--- src/rtl/disp_seq_pkg.sv ---
package disp_seq_pkg;

    typedef enum logic [3:0] {
        ST_IDLE, ST_INS, ST_IDX, ST_DLY_H, ST_DLY_L,
        ST_CNT_H, ST_CNT_L, ST_SEND, ST_SHIFT, ST_WAIT
    } seq_st_e;

    localparam int unsigned DLY_W  = 16;
    localparam logic [7:0]  OP_WR  = 8'h02;
    localparam logic [7:0]  OP_END = 8'h00;

    // entry layout: op, index, delay[15:8], delay[7:0], count[15:8], count[7:0], payload
    localparam logic [7:0] TBL_ON [0:61] = '{
        OP_WR, 8'h11, 8'h00, 8'h0A, 8'h00, 8'h00,
        OP_WR, 8'h2A, 8'h00, 8'h01, 8'h00, 8'h04, 8'h00, 8'h00, 8'h01, 8'h6F,
        OP_WR, 8'h2B, 8'h00, 8'h01, 8'h00, 8'h04, 8'h00, 8'h00, 8'h01, 8'hBF,
        OP_WR, 8'h44, 8'h00, 8'h01, 8'h00, 8'h02, 8'h01, 8'hBF,
        OP_WR, 8'h3A, 8'h00, 8'h01, 8'h00, 8'h01, 8'h05,
        OP_WR, 8'h35, 8'h00, 8'h01, 8'h00, 8'h01, 8'h00,
        OP_WR, 8'h53, 8'h00, 8'h19, 8'h00, 8'h01, 8'h20,
        OP_WR, 8'h29, 8'h00, 8'h01, 8'h00, 8'h00,
        OP_END
    };

    localparam logic [7:0] TBL_OFF [0:12] = '{
        OP_WR, 8'h28, 8'h00, 8'h0F, 8'h00, 8'h00,
        OP_WR, 8'h10, 8'h00, 8'h00, 8'h00, 8'h00,
        OP_END
    };

    function automatic logic [7:0] rom_byte(input logic sel, input logic [7:0] a);
        logic [7:0] b;
        b = OP_END;
        if (!sel) begin
            if (a < 8'd62) b = TBL_ON[a[5:0]];
        end else begin
            if (a < 8'd13) b = TBL_OFF[a[3:0]];
        end
        return b;
    endfunction

endpackage

--- src/rtl/seq_rom.sv ---
module seq_rom #(
    parameter int unsigned AW = 7
) (
    input  logic          sel,
    input  logic [AW-1:0] addr,
    output logic [7:0]    data
);
    import disp_seq_pkg::*;

    always_comb begin
        data = rom_byte(sel, 8'(addr));
    end
endmodule

--- src/rtl/spi_byte_tx.sv ---
module spi_byte_tx #(
    parameter int unsigned SCK_HALF = 4
) (
    input  logic       clk,
    input  logic       rst_n,
    input  logic       go,
    input  logic [7:0] din,
    output logic       sck,
    output logic       mosi,
    output logic       fin
);
    localparam int unsigned HW = $clog2(SCK_HALF + 1);

    typedef struct packed {
        logic          active;
        logic          sck;
        logic          fin;
        logic [2:0]    bitn;
        logic [HW-1:0] cnt;
        logic [7:0]    sh;
    } tx_t;

    tx_t q, d;

    always_comb begin
        d     = q;
        d.fin = 1'b0;
        if (!q.active) begin
            if (go) begin
                d.active = 1'b1;
                d.sh     = din;
                d.bitn   = '0;
                d.cnt    = '0;
                d.sck    = 1'b0;
            end
        end else if (q.cnt == HW'(SCK_HALF - 1)) begin
            d.cnt = '0;
            if (!q.sck) begin
                d.sck = 1'b1;
            end else begin
                d.sck = 1'b0;
                if (q.bitn == 3'd7) begin
                    d.active = 1'b0;
                    d.fin    = 1'b1;
                end else begin
                    d.bitn = q.bitn + 3'd1;
                    d.sh   = {q.sh[6:0], 1'b0};
                end
            end
        end else begin
            d.cnt = q.cnt + HW'(1);
        end
    end

    always_ff @(posedge clk or negedge rst_n) begin
        if (!rst_n) q <= '0;
        else        q <= d;
    end

    assign sck  = q.sck;
    assign mosi = q.sh[7];
    assign fin  = q.fin;
endmodule

--- src/rtl/ms_wait.sv ---
module ms_wait #(
    parameter int unsigned CLK_PER_MS = 100000,
    parameter int unsigned DLY_W      = 16
) (
    input  logic             clk,
    input  logic             rst_n,
    input  logic             arm,
    input  logic [DLY_W-1:0] ms,
    output logic             fin
);
    localparam int unsigned TW = $clog2(CLK_PER_MS + 1);

    typedef struct packed {
        logic             run;
        logic             fin;
        logic [DLY_W-1:0] left;
        logic [TW-1:0]    tick;
    } wt_t;

    wt_t q, d;

    always_comb begin
        d     = q;
        d.fin = 1'b0;
        if (!q.run) begin
            if (arm) begin
                if (ms == '0) begin
                    d.fin = 1'b1;
                end else begin
                    d.run  = 1'b1;
                    d.left = ms;
                    d.tick = '0;
                end
            end
        end else if (q.tick == TW'(CLK_PER_MS - 1)) begin
            d.tick = '0;
            if (q.left == DLY_W'(1)) begin
                d.run = 1'b0;
                d.fin = 1'b1;
            end else begin
                d.left = q.left - DLY_W'(1);
            end
        end else begin
            d.tick = q.tick + TW'(1);
        end
    end

    always_ff @(posedge clk or negedge rst_n) begin
        if (!rst_n) q <= '0;
        else        q <= d;
    end

    assign fin = q.fin;
endmodule

--- src/rtl/disp_cmd_seq.sv ---
module disp_cmd_seq #(
    parameter int unsigned CLK_PER_MS  = 100000,
    parameter int unsigned SCK_HALF    = 4,
    parameter int unsigned MAX_PAYLOAD = 300,
    parameter int unsigned ROM_AW      = 7
) (
    input  logic clk,
    input  logic rst_n,
    input  logic start,
    input  logic table_sel,
    output logic busy,
    output logic done,
    output logic spi_cs_n,
    output logic spi_sck,
    output logic spi_mosi
);
    import disp_seq_pkg::*;

    localparam int unsigned CW = $clog2(MAX_PAYLOAD + 1);

    typedef struct packed {
        seq_st_e           st;
        logic              tsel;
        logic [ROM_AW-1:0] ptr;
        logic [7:0]        op;
        logic [7:0]        idx;
        logic [7:0]        hi;
        logic [DLY_W-1:0]  dly;
        logic [CW-1:0]     cnt;
        logic [2:0]        hdr;
        logic              go;
        logic [7:0]        tx;
        logic              arm;
        logic              cs_n;
        logic              busy;
        logic              done;
    } ctl_t;

    ctl_t q, d;
    logic [7:0] rom_q;
    logic       byte_fin;
    logic       wait_fin;

    seq_rom #(.AW(ROM_AW)) u_rom (
        .sel  (q.tsel),
        .addr (q.ptr),
        .data (rom_q)
    );

    spi_byte_tx #(.SCK_HALF(SCK_HALF)) u_tx (
        .clk  (clk),
        .rst_n(rst_n),
        .go   (q.go),
        .din  (q.tx),
        .sck  (spi_sck),
        .mosi (spi_mosi),
        .fin  (byte_fin)
    );

    ms_wait #(.CLK_PER_MS(CLK_PER_MS), .DLY_W(DLY_W)) u_wait (
        .clk  (clk),
        .rst_n(rst_n),
        .arm  (q.arm),
        .ms   (q.dly),
        .fin  (wait_fin)
    );

    always_comb begin
        d      = q;
        d.go   = 1'b0;
        d.arm  = 1'b0;
        d.done = 1'b0;
        unique case (q.st)
            ST_IDLE: if (start) begin
                d.st   = ST_INS;
                d.tsel = table_sel;
                d.ptr  = '0;
                d.busy = 1'b1;
            end
            ST_INS: if (rom_q == OP_END) begin
                d.st   = ST_IDLE;
                d.busy = 1'b0;
                d.done = 1'b1;
            end else begin
                d.op  = rom_q;
                d.ptr = q.ptr + ROM_AW'(1);
                d.st  = ST_IDX;
            end
            ST_IDX: begin
                d.idx = rom_q;
                d.ptr = q.ptr + ROM_AW'(1);
                d.st  = ST_DLY_H;
            end
            ST_DLY_H: begin
                d.hi  = rom_q;
                d.ptr = q.ptr + ROM_AW'(1);
                d.st  = ST_DLY_L;
            end
            ST_DLY_L: begin
                d.dly = {q.hi, rom_q};
                d.ptr = q.ptr + ROM_AW'(1);
                d.st  = ST_CNT_H;
            end
            ST_CNT_H: begin
                d.hi  = rom_q;
                d.ptr = q.ptr + ROM_AW'(1);
                d.st  = ST_CNT_L;
            end
            ST_CNT_L: begin
                d.cnt  = CW'({q.hi, rom_q});
                d.ptr  = q.ptr + ROM_AW'(1);
                d.hdr  = '0;
                d.cs_n = 1'b0;
                d.st   = ST_SEND;
            end
            ST_SEND: if (q.hdr != 3'd4) begin
                d.go  = 1'b1;
                d.tx  = (q.hdr == 3'd0) ? q.op : (q.hdr == 3'd2) ? q.idx : 8'h00;
                d.hdr = q.hdr + 3'd1;
                d.st  = ST_SHIFT;
            end else if (q.cnt != '0) begin
                d.go  = 1'b1;
                d.tx  = rom_q;
                d.ptr = q.ptr + ROM_AW'(1);
                d.cnt = q.cnt - CW'(1);
                d.st  = ST_SHIFT;
            end else begin
                d.cs_n = 1'b1;
                d.arm  = 1'b1;
                d.st   = ST_WAIT;
            end
            ST_SHIFT: if (byte_fin) d.st = ST_SEND;
            ST_WAIT:  if (wait_fin) d.st = ST_INS;
            default:  d.st = ST_IDLE;
        endcase
    end

    always_ff @(posedge clk or negedge rst_n) begin
        if (!rst_n) begin
            q      <= '0;
            q.st   <= ST_IDLE;
            q.cs_n <= 1'b1;
        end else begin
            q <= d;
        end
    end

    assign busy     = q.busy;
    assign done     = q.done;
    assign spi_cs_n = q.cs_n;
endmodule

--- config.mk ---
export PLATFORM = sky130hd
export DESIGN_NAME = disp_cmd_seq
export DESIGN_NICKNAME = d
export VERILOG_FILES = /design/src/rtl/disp_seq_pkg.sv /design/src/rtl/seq_rom.sv /design/src/rtl/spi_byte_tx.sv /design/src/rtl/ms_wait.sv /design/src/rtl/disp_cmd_seq.sv
export SDC_FILE = /design/constraint.sdc
export NUM_CORES = 1
export LEC_CHECK = 0
export BUFFER_PORTS_ARGS = -buffer_cell sky130_fd_sc_hd__clkbuf_2
export CORE_ASPECT_RATIO = 0.5
export CORE_MARGIN = 10
export CORE_UTILIZATION = 60
export DETAILED_ROUTE_END_ITERATION = 7
export PLACE_DENSITY = 0.76
export SYNTH_ARGS = -nofsm -noshare
export SYNTH_HDL_FRONTEND = slang
export SYNTH_HIERARCHICAL = 1
export SYNTH_SLANG_ARGS = --single-unit
--- constraint.sdc ---
create_clock -name clk -period 3.7 [get_ports clk]
set_input_delay 1.11 -clock clk [delete_from_list [all_inputs] [get_ports clk]]
set_output_delay 1.11 -clock clk [all_outputs]
set_load 0.05 [all_outputs]
==> summary.md <==
| Metric | Value |
|---|---|
| Run status | finished clean |
| Overall routing resource usage | 19.6% |
| First DRT Iteration DRCs | 483 |
| Number of enable flip-flop cells after synthesis | 0 |
| Total standard cell area after synthesis | 7370 sq um |
| Number of endpoints with negative hold slack in the final report | 0 |
| Max-slew headroom | 35.7% |
| Total Nets Final | 780 |
| Count of instances resized after the clock tree is built | 0 |
| Htree depth | 4 |
| Number of standard cells after synthesis | 764 |
| Growth of design area from synthesis to finish | 9.43% |
| Setup skew after layout | 0.00752 ns |
| First-pass GRT wire length | 28300 microns |
| Leading register cell type out of synthesis | sky130_fd_sc_hd__dfrtp_1 |
| Std-Cell Rows | 28 |
| Number of iterations in the first detailed-routing pass | 5 |
| Critical path required time | 3.99 ns |
| WL per Instance | 17.9 microns |
| Fraction of registers with async set/reset | 100% |
| Number of antenna repair diodes | 0 |
| Detailed placer's ending HPWL | 11200 microns |
| Post-layout power | 5.84 mW |
| Number of distinct library cell variants in the gate-level netlist after synthesis | 86 |
| Finished Layout Cells | 939 |
| Vias per inst | 6.26 |
| Via Count | 5876 |
| R2R Path Start | q[66] |
| Number of hold-repair buffers added at the cts stage | 0 |
| Final wirelength | 16800 microns |
| Clock tree from TritonCTS | yes |
| Cell types occupying the most area after synthesis | sky130_fd_sc_hd__dfrtp_1 43%, sky130_fd_sc_hd__mux2_2 7.2%, sky130_fd_sc_hd__nand2_1 4.7%, sky130_fd_sc_hd__o21ai_0 3.3%, sky130_fd_sc_hd__a21oi_1 2.9% |
| Routability Congestion | 0.870 |
| Unrepaired setup endpoints after global routing | no |
| CTS Buf Count | 17 |
| Period Utilization, post-route | 88.5% |
| Ports placed on the boundary | 9 |
| Finish-stage setup viols | 0 |
| Die Outline Area | 17400 sq um |
| Initial antenna violation count | 0 |
| Via count of the first global-routing pass | 5555 |
| Final Core Density | 67.8% |
| # placed instances | 907 |
| Vertical extent of the die | 98.4 microns |
| #FFs+latches synth | 129 |
| Count of buffers added by post-CTS timing repair for setup | 0 |
| Setup WS post-layout | 0.427 ns |
| Leakage component of the power | 3.51 nW |
| Launch instance of the worst min-delay path | q[60] |
| Critical path endpoint category | flop |
| Startpoint types | flop |
| Minimum period implied by the final worst setup slack | 3.27 ns |
| Placement Setup Slack | 0.461 ns |
| Commonest cells after routing, fill and taps aside | 128 x sky130_fd_sc_hd__dfrtp_1, 92 x sky130_fd_sc_hd__nand2_1, 48 x sky130_fd_sc_hd__o21ai_0 |
| Syn Area/Cell | 9.65 sq um |
| Die outline width | 177 microns |
| Largest fanout of any net on the critical path | 9 |
| Clock Latency Late Sink | 0.41 ns |
| Number of clock sinks | 129 |
| Count of port buffers added during placement | 8 |
| Initial core utilization | 61.9% |
| Aggregate negative setup slack | 0 ns |
| Max IR drop VDD | 0.408 mV |
| GR Overflow Total | 0 |
| Share of cells above drive strength 1 | 16.4% |
| Max capacitance violation total | 0 |
| Source of the critical timing path | q[66] |
| Number of warnings reported in the yosys synthesis log | 6 |
| Floorplan Core Area | 11900 sq um |
| Upper clock frequency limit | 0.306 GHz |
| Number of buffers on the longest clock path | 2 |
| Clock transition at the register clock pins on the worst setup and hold paths after CTS | 0.06 ns |
| Fraction of the yosys area taken by sequential cells | 43.8% |
| Largest area contributor in the synthesized netlist | sky130_fd_sc_hd__dfrtp_1 |
| Leading cell type in the layout, fill and taps excluded | sky130_fd_sc_hd__dfrtp_1 |
| Pin count of the biggest net entering global routing | 60 |
| Actual transition at the worst max-transition pin | 0.964 ns |
| Final max-slew violation count | 0 |
| CTS Root Cell | sky130_fd_sc_hd__clkbuf_16 |
| Power density of the placed cells | 723 nW/um^2 |
| Startpoint-to-endpoint class of the critical path | flop to flop |
| Path class of the lowest-slack min-delay path | flop to flop |
| Number of filler instances in the final layout | 935 |
| Syn_nets | 783 |
| Antenna Nets Post-Route | 0 |
| Post-synth top area share | 43.4% |
| Final routed DRC violation total | 0 |
| Arrival time reported for the critical path endpoint | 3.57 ns |
registers in the layout (all words and copies together), names as in the netlist:
register    flops
u_tx/fin        1
u_wait/fin      1
q              74
u_tx/sck        1
u_tx/q         14
spi_cs_n        1
busy            1
u_tx/mosi       1
done            1
u_wait/q       34
per-layer routing:
layer / vias up / global-route usage (%) / wire length (microns)
met2: 149 / 30.5 / 7710
met3: 27 / 3.96 / 840
li1: 2795 / - / -
met4: 0 / 7.32 / 281
met1: 2905 / 26.4 / 7960
met5: - / 0 / 0
path summary, 6_finish.rpt:
check	cells past startpoint	slack [ns]	end
min in group asynchronous	1	0.71	u_wait/q[13]
max	12	0.43	q[70]
max in group asynchronous	2	2.15	spi_cs_n
min reg2reg	2	0.48	q[60]
min	2	0.48	q[60]
max reg2reg	12	0.43	q[70]
area by class of cell:
cell class	instances	area [sq um]	area share, %
tap	165	206	2.56
timing repair buffer	25	183	2.26
clock buffer	27	503	6.23
inverter	31	119	1.47
multi-input combinational	557	3780	46.8
sequential	129	3230	40.0
clock inverter	5	52.6	0.651
metrics by stage:
stage | hold slack [ns] | area [sq um]
6_report | 0.477 | 8070
5_1_grt | 0.500 | 8070
4_1_cts | 0.479 | 8070
3_5_place_dp | 0.466 | 7510
3_3_place_gp | 0.463 | 7510
2_1_floorplan | 0.446 | 7370
power breakdown:
group | internal [mW] | switching (mW)
Clock | 0.992 | 0.586
Combinational | 0.906 | 1.23
Sequential | 1.74 | 0.383
Total | 3.64 | 2.20
synth_stat cells, types with 3 or more instances:
master / number
sky130_fd_sc_hd__nand2_1: 92
sky130_fd_sc_hd__and2_1: 6
sky130_fd_sc_hd__a41oi_1: 3
sky130_fd_sc_hd__or4_1: 3
sky130_fd_sc_hd__mux2i_1: 8
sky130_fd_sc_hd__a21boi_0: 3
sky130_fd_sc_hd__nand2b_1: 8
sky130_fd_sc_hd__buf_2: 18
sky130_fd_sc_hd__a211oi_1: 3
sky130_fd_sc_hd__mux2_2: 47
sky130_fd_sc_hd__o21ai_1: 6
sky130_fd_sc_hd__a32oi_1: 8
sky130_fd_sc_hd__buf_6: 5
sky130_fd_sc_hd__and3_1: 8
sky130_fd_sc_hd__o21ai_0: 48
sky130_fd_sc_hd__a21oi_1: 43
sky130_fd_sc_hd__nor2b_1: 8
sky130_fd_sc_hd__ha_1: 15
sky130_fd_sc_hd__nand3b_1: 11
sky130_fd_sc_hd__nor2_1: 43
sky130_fd_sc_hd__nand3_1: 19
sky130_fd_sc_hd__a22oi_1: 3
sky130_fd_sc_hd__and3b_1: 3
sky130_fd_sc_hd__o21ai_2: 3
sky130_fd_sc_hd__inv_1: 28
sky130_fd_sc_hd__nor3_1: 25
sky130_fd_sc_hd__nand4_1: 7
sky130_fd_sc_hd__o211ai_1: 13
sky130_fd_sc_hd__xnor2_1: 4
sky130_fd_sc_hd__nor4_1: 11
sky130_fd_sc_hd__or3_1: 6
sky130_fd_sc_hd__a22o_1: 12
sky130_fd_sc_hd__dfrtp_1: 128
sky130_fd_sc_hd__clkbuf_1: 19
sky130_fd_sc_hd__buf_4: 3
sky130_fd_sc_hd__a31oi_1: 6
sky130_fd_sc_hd__o31ai_1: 12
sky130_fd_sc_hd__o2bb2ai_1: 9
sky130_fd_sc_hd__o22ai_1: 8
kinds of logic (layout without fill, tap and decap cells):
kind of cell | Yosys count | after routing | synth area share [%]
flops | 129 | 129 | 43.8
xor+xnor | 6 | 6 | 0.713
compound gates | 212 | 212 | 20.7
buf+inv | 78 | 88 | 4.99
fa+ha+maj | 15 | 15 | 2.54
mux | 57 | 57 | 8.57
simple gates | 267 | 267 | 18.7
critical path: stages, from the launching register on:
cell	delay, ns
sky130_fd_sc_hd__dfrtp_1	0.52
sky130_fd_sc_hd__inv_2	0.15
sky130_fd_sc_hd__ha_1	0.31
sky130_fd_sc_hd__nor2b_2	0.20
sky130_fd_sc_hd__a211oi_1	0.25
sky130_fd_sc_hd__a221oi_2	0.06
sky130_fd_sc_hd__nor2_1	0.13
sky130_fd_sc_hd__o41ai_2	0.10
sky130_fd_sc_hd__or4_1	0.58
sky130_fd_sc_hd__or2_4	0.28
sky130_fd_sc_hd__o221ai_4	0.28
sky130_fd_sc_hd__nand2b_4	0.23
sky130_fd_sc_hd__o31ai_1	0.08
Power figures use the tool's default switching activity.
